**config.mk**
```make
export PLATFORM = sky130hd
export DESIGN_NAME = ifg_timer
export DESIGN_NICKNAME = d
export VERILOG_FILES = /design/src/rtl/ifg_pkg.sv /design/src/rtl/ifg_gap_decode.sv /design/src/rtl/ifg_rate_step.sv /design/src/rtl/ifg_gap_count.sv /design/src/rtl/ifg_timer.sv
export SDC_FILE = /design/constraint.sdc
export NUM_CORES = 1
export LEC_CHECK = 0
export ABC_CLOCK_PERIOD_IN_PS = 5270
export BUFFER_PORTS_ARGS = -buffer_cell sky130_fd_sc_hd__buf_4
export CAP_MARGIN = 20
export CORE_MARGIN = 3
export CORE_UTILIZATION = 45
export DETAILED_ROUTE_END_ITERATION = 6
export PLACE_DENSITY = 0.64
export SYNTH_ARGS = -nofsm -noshare
export SYNTH_HDL_FRONTEND = slang
export SYNTH_HIERARCHICAL = 1
export SYNTH_SLANG_ARGS = --single-unit
```
**constraint.sdc**
```tcl
create_clock -name clk -period 5.27 [get_ports clk]
set_input_delay 0.527 -clock clk [delete_from_list [all_inputs] [get_ports clk]]
set_output_delay 0.527 -clock clk [all_outputs]
set_load 0.05 [all_outputs]
```
**src/rtl/ifg_pkg.sv**
```systemverilog
package ifg_pkg;

  typedef enum logic [1:0] {
    SPD_10   = 2'b00,
    SPD_100  = 2'b01,
    SPD_1000 = 2'b10,
    SPD_ALT  = 2'b11
  } link_speed_e;

  localparam int EXT_MAX_BITS = 48;

  // Extension in bit times added to the base gap; reserved codes add nothing.
  function automatic int gap_ext_bits(input logic [2:0] code);
    case (code)
      3'b011:  return 0;
      3'b101:  return 8;
      3'b111:  return 16;
      3'b001:  return 24;
      3'b010:  return EXT_MAX_BITS;
      default: return 0;
    endcase
  endfunction

  // Link rate in Mb/s for a speed selector.
  function automatic int rate_mbps(input logic [1:0] spd, input int lo, input int mid, input int hi);
    case (spd)
      SPD_10:  return lo;
      SPD_100: return mid;
      default: return hi;
    endcase
  endfunction

endpackage

```
**src/rtl/ifg_gap_decode.sv**
```systemverilog
module ifg_gap_decode #(
  parameter int BASE_BITS = 96,
  parameter int REF_MHZ   = 125,
  parameter int TGT_W     = 15
) (
  input  logic [2:0]       gap_code,
  output logic [TGT_W-1:0] target
);
  // Gap length in units of bit-times x MHz.
  assign target = TGT_W'((BASE_BITS + ifg_pkg::gap_ext_bits(gap_code)) * REF_MHZ);
endmodule

```
**src/rtl/ifg_rate_step.sv**
```systemverilog
module ifg_rate_step #(
  parameter int RATE_LO  = 10,
  parameter int RATE_MID = 100,
  parameter int RATE_HI  = 1000,
  parameter int STEP_W   = 10
) (
  input  logic [1:0]        link_speed,
  output logic [STEP_W-1:0] step
);
  assign step = STEP_W'(ifg_pkg::rate_mbps(link_speed, RATE_LO, RATE_MID, RATE_HI));
endmodule

```
**src/rtl/ifg_gap_count.sv**
```systemverilog
module ifg_gap_count #(
  parameter int ACC_W  = 15,
  parameter int STEP_W = 10
) (
  input  logic              clk,
  input  logic              rst,
  input  logic              gap_start,
  input  logic [ACC_W-1:0]  target_in,
  input  logic [STEP_W-1:0] step_in,
  output logic              ready,
  output logic              gap_done,
  output logic [ACC_W-1:0]  acc_q,
  output logic [ACC_W-1:0]  target_q,
  output logic [STEP_W-1:0] step_q
);
  logic [ACC_W-1:0] acc_next;

  assign acc_next = acc_q + ACC_W'(step_q);
  assign gap_done = !ready && !gap_start && (acc_next >= target_q);

  always_ff @(posedge clk) begin
    if (rst) begin
      ready    <= 1'b1;
      acc_q    <= '0;
      target_q <= '0;
      step_q   <= '0;
    end else if (gap_start) begin
      ready    <= 1'b0;
      acc_q    <= '0;
      target_q <= target_in;
      step_q   <= step_in;
    end else if (!ready) begin
      acc_q <= acc_next;
      if (gap_done) ready <= 1'b1;
    end
  end
endmodule

```
**src/rtl/ifg_timer.sv**
```systemverilog
module ifg_timer #(
  parameter int REF_MHZ   = 125,
  parameter int BASE_BITS = 96,
  parameter int RATE_LO   = 10,
  parameter int RATE_MID  = 100,
  parameter int RATE_HI   = 1000
) (
  input  logic       clk,
  input  logic       rst,
  input  logic       tx_eof,
  input  logic [2:0] gap_code,
  input  logic [1:0] link_speed,
  output logic       tx_ready
);
  localparam int MAX_TARGET = (BASE_BITS + ifg_pkg::EXT_MAX_BITS) * REF_MHZ;
  localparam int STEP_W     = $clog2(RATE_HI + 1);
  localparam int ACC_W      = $clog2(MAX_TARGET + RATE_HI + 1);

  logic              gap_start;
  logic              gap_done;
  logic [ACC_W-1:0]  target_now;
  logic [STEP_W-1:0] step_now;
  logic [ACC_W-1:0]  acc_q;
  logic [ACC_W-1:0]  target_q;
  logic [STEP_W-1:0] step_q;

  assign gap_start = tx_eof;

  ifg_gap_decode #(.BASE_BITS(BASE_BITS), .REF_MHZ(REF_MHZ), .TGT_W(ACC_W)) u_decode (
    .gap_code (gap_code),
    .target   (target_now)
  );

  ifg_rate_step #(.RATE_LO(RATE_LO), .RATE_MID(RATE_MID), .RATE_HI(RATE_HI), .STEP_W(STEP_W)) u_step (
    .link_speed (link_speed),
    .step       (step_now)
  );

  ifg_gap_count #(.ACC_W(ACC_W), .STEP_W(STEP_W)) u_count (
    .clk       (clk),
    .rst       (rst),
    .gap_start (gap_start),
    .target_in (target_now),
    .step_in   (step_now),
    .ready     (tx_ready),
    .gap_done  (gap_done),
    .acc_q     (acc_q),
    .target_q  (target_q),
    .step_q    (step_q)
  );
endmodule

```
==> flow_summary.yaml, run 1 <==
clock_network:
  hold_buffers: 0
  post_cts_buffers: 0
  cts_buffer_depth: 2
  ctsResizeCount: 0
  path_clk_slew_ns: 0.08
  cts_tree: "done"
  cts_sinks: 41
  cts_made_buffers: 5
  cts_root_buf: "clkbuf_8"
  insertion_delay_ns: 0.29
  htree_levels: 2
floorplanning:
  ios: 9
  die_w_um: 88.4
  initial_core_util: 0.473
  rows: 29
  die_h_um: 88.4
  coreArea_sq_um: 6460
  die_area_sq_um: 7810
routing:
  viasPerCell: 5.43
  wl_per_cell_um: 13.9
  drtAntennaViolNets: 0
  drt-total-wl_mm: 5.90
  drt_iter0_drc: 117
  drt_first_pass_iters: 4
  drc: 0
  vias: 2301
hold_path:
  hp-class: "reg2reg"
timing:
  tightest_slew_ns: 0.727
  maxSlewHeadroom: 0.515
  max_clock_freq_ghz: 0.251
  fin_crit_sh: 0.755
  final-setup-viol-count: 0
  slew_viol_final: 0
  period_minus_slack_ns: 3.98
  fin_tns_setup_ns: 0
  rsz0062_at_grt: "no"
  setup_ws_ns: 1.29
  holdWs_ns: 0.477
  clock_skew_ns: 0.00824
  hold_viol_final: 0
pwr:
  powerDensity_nw_per_um2: 232
  p_leak_nw: 1.46
  power.total_mw: 0.738
  ir_drop_v: 0.000112
global_routing:
  use_met3: 0.0261
  track_usage: 0.168
  grt_pass1_wl_mm: 10.4
  busiest_layer: "met2"
  grt_pass1_vias: 2282
  grtUsageMet1: 0.228
  grt_max_degree: 32
  grt_overflow: 0
  gr-usage-met2: 0.271
  antenna_found_initial: 0
synthesis:
  yosys_warnings: 6
  synth.avg_cell_area_sq_um: 8.70
  postSynthCellCount: 351
  netlist_area_sq_um: 3050
critical_path:
  crit_chain: "buf_4 -> xnor2_1 -> o21ai_0 -> inv_1 -> fa_1 -> fa_1 -> fa_1 -> inv_1 -> ha_1 -> nand2_1 -> o21ai_0 -> a221oi_2 -> xnor2_1 -> mux2i_1 -> nor2_1"
  crit_family: "adder cells"
  path_buf_inv: 3
  cp-end-kind: "flop"
  path_max_fanout: 5
  slowest_stage: "fa_1"
  criticalPathCategory: "in2reg"
  worstPathRequired_ns: 5.44
  cp-start-kind: "primary input"
  crit_top_cell: "fa_1"
  critical-path-max-stage-delay_ns: 0.60
  cp_data_arrival_time_ns: 4.15
placed_design:
  dpl_cell_area_sq_um: 3090
  place_worst_setup_slack_ns: 0.987
  place.gp.congestion: 0.804
  dpl.hpwl_mm: 4.30
  placement.io_buffers: 8
  dpl.cell_count: 416
finish:
  final_util: 0.493
  n_fill_cell: 640
  syn2layout_area_growth_pct: 4.22
  final_nets: 399
  stdcell_area_sq_um: 3180
  final_layout_size_suffix_gt1_frac: 0.0720
  diodes: 0
  final_cells: 424
status:
  status: "finished clean"
job:
  maxCapViolations: 0
==> path summary, 6_finish.rpt <==
kind,depth (start not counted),endpoint,slack (ns),start
min,2,u_count/acc_q[5],0.48,u_count/acc_q[5]
max,15,u_count/target_q[12],1.29,gap_code[0]
min reg2reg,2,u_count/acc_q[5],0.48,u_count/acc_q[5]
max reg2reg,12,u_count/ready,1.97,u_count/step_q[0]
==> layout make-up <==
class,instances,area (sq um),area share
clock buffer,6,72.6,0.0228
timing repair buffer,8,60.1,0.0189
sequential,41,821,0.258
tap,77,96.3,0.0303
multi-input combinational,260,2000,0.630
clock inverter,2,15.0,0.00472
inverter,30,113,0.0354
==> cell usage in the layout (no fill, tap or decap), types with 3 or more instances in the layout <==
cell	instances
a211oi_1	4
buf_4	8
conb_1	5
nor2b_1	4
o21ai_0	9
and3_1	3
nand2_1	14
xor2_1	4
a21o_1	8
nand2b_1	4
o21ai_1	3
nand3_1	12
fa_1	7
ha_1	38
nand4_1	5
a21oi_1	20
inv_1	28
nor2_1	41
or3_1	7
clkbuf_8	5
xnor2_1	11
and2_1	3
mux2i_1	29
dfxtp_1	41
==> power breakdown <==
group / switching (mW) / internal, mW / total [mW]
Clock: 0.113 / 0.0934 / 0.206
Sequential: 0.0158 / 0.328 / 0.344
Combinational: 0.106 / 0.0818 / 0.188
==> routing by layer <==
metal  part of all wire  routed length, um
met1               0.51               2980
met2               0.45               2640
met3              0.027                159
met4              0.020                119
met5                  0                  0
==> registers in the layout, indices dropped and copies added (netlist names) <==
signal / count
u_count/step_q: 10
u_count/ready: 1
u_count/target_q: 15
u_count/acc_q: 15
==> worst min-delay path: cells and delay by family (launching register included) <==
kind            cells  cell delay, ns
simple gates        1            0.06
compound gates      1            0.05
flops               1            0.32
Note: power is estimated with default switching activity, not from simulation.
==> inputs of run 2 (changes only) <==
- ABC_CLOCK_PERIOD_IN_PS: 5270 -> 3500
- PLACE_DENSITY: 0.64 -> 0.66
- clock period: 5.27 -> 3.5 ns (I/O delays scaled with it)
==> run 2 against run 1 <==
- total power increased by 70%
- sequential share of layout area decreased by 0.75 points
- largest cell class unchanged
- critical path depth unchanged
- critical path type unchanged
==> flow_summary.yaml, run 2 (same netlist as run 1, synthesis figures left out) <==
routing:
  viasPerCell: 5.38
  wl_per_cell_um: 13.5
  drtAntennaViolNets: 0
  drt-total-wl_mm: 5.80
  drt_first_pass_iters: 4
  vias: 2306
  drc: 0
  drt_iter0_drc: 102
timing:
  period_minus_slack_ns: 3.21
  hold_viol_final: 0
  tightest_slew_ns: 0.754
  slew_viol_final: 0
  clock_skew_ns: 0.00830
  fin_crit_sh: 0.917
  maxSlewHeadroom: 0.497
  setup_ws_ns: 0.289
  final-setup-viol-count: 0
  max_clock_freq_ghz: 0.311
  rsz0062_at_grt: "no"
  fin_tns_setup_ns: 0
pwr:
  pwr-share-clk: 0.355
  p_switching_mw: 0.348
  sw_frac_of_total: 0.278
  p_comb_frac: 0.232
  ir_drop_v: 0.000243
  p_leak_nw: 1.52
  power.internal_mw: 0.906
  powerDensity_nw_per_um2: 383
  p_seq_frac: 0.413
floorplanning:
  initial_core_util: 0.473
  die_h_um: 88.4
  die_w_um: 88.4
  ios: 9
  coreArea_sq_um: 6460
  rows: 29
  die_area_sq_um: 7810
clock_network:
  htree_levels: 2
  post_cts_buffers: 0
  insertion_delay_ns: 0.29
  path_clk_slew_ns: 0.08
  cts_tree: "done"
  cts_sinks: 41
  ctsResizeCount: 0
  cts_made_buffers: 5
  cts_buffer_depth: 2
  cts_root_buf: "clkbuf_8"
  hold_buffers: 0
critical_path:
  worstPathRequired_ns: 3.67
  path_max_fanout: 5
  cp-end-kind: "flop"
  crit_top_cell: "fa_1"
  cp-start-kind: "primary input"
  cp_data_arrival_time_ns: 3.38
  criticalPathCategory: "in2reg"
  critical-path-max-stage-delay_ns: 0.60
  crit_chain: "buf_4 -> xnor2_1 -> o21ai_1 -> inv_1 -> fa_1 -> fa_1 -> fa_1 -> inv_1 -> ha_1 -> nand2_1 -> o21ai_0 -> a221oi_2 -> xnor2_1 -> mux2i_1 -> nor2_1"
  slowest_stage: "fa_1"
global_routing:
  antenna_found_initial: 0
  grt_overflow: 0
  track_usage: 0.169
  grt_max_degree: 32
  grt_pass1_vias: 2300
  grt_pass1_wl_mm: 10.4
finish:
  reg_top3: "u_count/acc_q x15, u_count/target_q x15, u_count/step_q x10"
  syn2layout_area_growth_pct: 7.34
  final_layout_size_suffix_gt1_frac: 0.0881
  final_nets: 404
  final_cell_mix: "nor2_1 (41), dfxtp_1 (41), ha_1 (38), mux2i_1 (29), inv_1 (28)"
  diodes: 0
status:
  status: "finished clean"
job:
  maxCapViolations: 0
placed_design:
  dpl.hpwl_mm: 4.41
  place_worst_setup_slack_ns: -0.00824
  placement.io_buffers: 8
  place.gp.congestion: 0.806
hold_path:
  hp-class: "in2reg"
-- run 2: critical path, delay by kind of cell --
kind	cells	cell delay (ns)
compound gates	3	0.48
xor+xnor	2	0.22
fa+ha+maj	4	1.78
buf+inv	3	0.30
mux	1	0.14
simple gates	2	0.11
-- run 2: path summary, 6_finish.rpt --
kind | start | cells after the start | to | slack, ns
setup / recovery | gap_code[0] | 15 | u_count/target_q[12] | 0.29
hold reg to reg | u_count/acc_q[5] | 2 | u_count/acc_q[5] | 0.47
hold / removal | link_speed[1] | 3 | u_count/step_q[8] | 0.36
setup reg to reg | u_count/step_q[4] | 12 | u_count/ready | 0.39
-- run 2: area by class of cell --
| type | count | area [sq um] |
|---|---|---|
| clock buffer | 5 | 68.8 |
| clock inverter | 3 | 65.1 |
| fill | 625 | 3180 |
| inverter | 30 | 113 |
| multi-input combinational | 260 | 2020 |
| sequential | 41 | 821 |
| tap | 77 | 96.3 |
| timing repair buffer | 13 | 97.6 |
-- run 2: per-stage QoR --
stage	power, mW	utilization	instance area, sq um	hold slack (ns)	cells
after floorplan	0.757	-	3060	0.445	354
after global placement	0.810	0.485	3130	0.456	421
after detailed placement	0.820	0.485	3130	0.465	421
after CTS	1.27	0.506	3270	0.355	429
after global routing	1.33	0.507	3280	0.371	429
final	1.25	0.507	3280	0.361	429
-- run 2: metal layers --
layer  vias up  global-route usage  share of wire
li1       1195                   -              -
met1      1067               0.220           0.48
met2        30               0.275           0.46
met3        14              0.0326          0.030
met4         0              0.0673          0.026
met5         -                   0              0
-- run 2: power by group through the flow --
stage	Sequential [mW]	Combinational, mW	Clock, mW
after global routing	0.523	0.334	0.477
after floorplan	0.522	0.235	0
after CTS	0.518	0.293	0.460
after detailed placement	0.529	0.292	0
after global placement	0.528	0.282	0
final	0.518	0.291	0.445
==> inputs of run 3 (changes only) <==
- CORE_ASPECT_RATIO: not set -> 1.4
- MAX_ROUTING_LAYER: not set -> met4
==> run 3 against run 2 <==
- total power fell by 10%
- utilization fell by 0.29 points
- sequential share of layout area rose by 0.45 points
- cell count fell by 1.2%
- worst setup slack improved by 0.0013 ns
- count of clock-buffer cells in the layout is 2 higher
- via count stayed put
- register-to-register slack got worse by 0.10 ns
- combinational power increased by 1%
- first-iteration DRC count fell by 2.0%
- critical path depth decreased by 3
- critical path type is now reg2reg
- critical endpoint is now u_count/ready
==> flow_summary.yaml, run 3 (same netlist as run 1, synthesis figures left out) <==
floorplanning:
  rows: 34
  coreArea_sq_um: 6380
  ios: 9
  die_w_um: 75.6
  initial_core_util: 0.478
  die_area_sq_um: 7820
  die_h_um: 103
critical_path:
  cp_data_arrival_time_ns: 3.38
  worstPathRequired_ns: 3.67
  slowest_stage: "a221oi_2"
  criticalPathCategory: "reg2reg"
  crit_chain: "ha_1 -> and2_1 -> a221oi_2 -> nand2_1 -> a31oi_1 -> xnor2_1 -> ha_1 -> a21o_1 -> a21oi_1 -> a21oi_1 -> a311oi_1 -> a41oi_1"
  path_max_fanout: 5
  critical-path-max-stage-delay_ns: 0.40
  cp-start-kind: "flop"
  cp-end-kind: "flop"
finish:
  reg_top3: "u_count/acc_q x15, u_count/target_q x15, u_count/step_q x10"
  stdcell_area_sq_um: 3220
  syn2layout_area_growth_pct: 5.45
  final_nets: 405
  final_layout_size_suffix_gt1_frac: 0.0852
  final_util: 0.505
  diodes: 0
  final_cell_mix: "nor2_1 (41), dfxtp_1 (41), ha_1 (38), mux2i_1 (29), inv_1 (28)"
  final_cells: 424
pwr:
  ir_drop_v: 0.000204
  power.total_mw: 1.13
  powerDensity_nw_per_um2: 350
  p_leak_nw: 1.50
timing:
  clock_skew_ns: 0.00354
  rsz0062_at_grt: "no"
  maxSlewHeadroom: 0.491
  fin_crit_sh: 0.917
  holdWs_ns: 0.358
  max_clock_freq_ghz: 0.312
  tightest_slew_ns: 0.762
  setup_ws_ns: 0.290
  fin_tns_setup_ns: 0
  period_minus_slack_ns: 3.21
  slew_viol_final: 0
  final-setup-viol-count: 0
  hold_viol_final: 0
routing:
  drt-total-wl_mm: 5.88
  drc: 0
  drt_iter0_drc: 100
  vias: 2306
  wl_per_cell_um: 13.9
  viasPerCell: 5.44
  drt_first_pass_iters: 4
  drtAntennaViolNets: 0
clock_network:
  cts_made_buffers: 5
  post_cts_buffers: 0
  path_clk_slew_ns: 0.07
  hold_buffers: 0
  htree_levels: 2
  insertion_delay_ns: 0.29
  cts_root_buf: "clkbuf_8"
  ctsResizeCount: 0
  cts_buffer_depth: 2
  cts_sinks: 41
  cts_tree: "done"
global_routing:
  grt_pass1_vias: 2284
  track_usage: 0.172
  antenna_found_initial: 0
  grt_overflow: 0
  grt_max_degree: 32
  grt_pass1_wl_mm: 10.2
placed_design:
  dpl.hpwl_mm: 4.45
  dpl.cell_count: 417
  dpl_cell_area_sq_um: 3130
  placement.io_buffers: 8
  place_worst_setup_slack_ns: 0.0302
  place.gp.congestion: 0.834
hold_path:
  hp-class: "in2reg"
job:
  maxCapViolations: 0
status:
  status: "finished clean"
==> run 3: layer usage <==
metal | share of wire | wire length [um] | vias to the layer above | GRT usage
met4 | 0.015 | 87 | 0 | 0.0552
li1 | - | - | 1193 | -
met1 | 0.45 | 2670 | 1092 | 0.208
met2 | 0.52 | 3030 | 13 | 0.291
met3 | 0.015 | 90 | 8 | 0.0232
met5 | 0 | 0 | - | -
==> run 3: report_power, final <==
part	total, mW	internal [mW]	switching [mW]	leakage (nW)
Clock	0.312	0.156	0.156	0.0443
Combinational	0.295	0.132	0.164	1.12
Sequential	0.518	0.494	0.0241	0.336
==> run 3: area by class of cell <==
cell class	instances	area, sq um
clock buffers	7	86.3
fillers	640	3160
inverters	30	113
multi-input cells	260	2000
flip-flops and latches	41	821
well taps	72	90.1
repair buffers	14	105
==> run 3: worst max-delay path: cells and delay by family (launching register included) <==
kind | cells | cell delay, ns
AO/OA/AOI/OAI | 7 | 1.54
AND/OR/NAND/NOR | 2 | 0.39
XOR/XNOR | 1 | 0.20
adder cells (fa/ha/maj) | 2 | 0.65
flip-flops | 1 | 0.32
==> run 3: path summary, 6_finish.rpt <==
check	from	endpoint	slack, ns	cells past startpoint
hold / removal	link_speed[1]	u_count/step_q[7]	0.36	3
hold reg to reg	u_count/acc_q[5]	u_count/acc_q[5]	0.47	2
setup / recovery	u_count/step_q[4]	u_count/ready	0.29	12
setup reg to reg	u_count/step_q[4]	u_count/ready	0.29	12
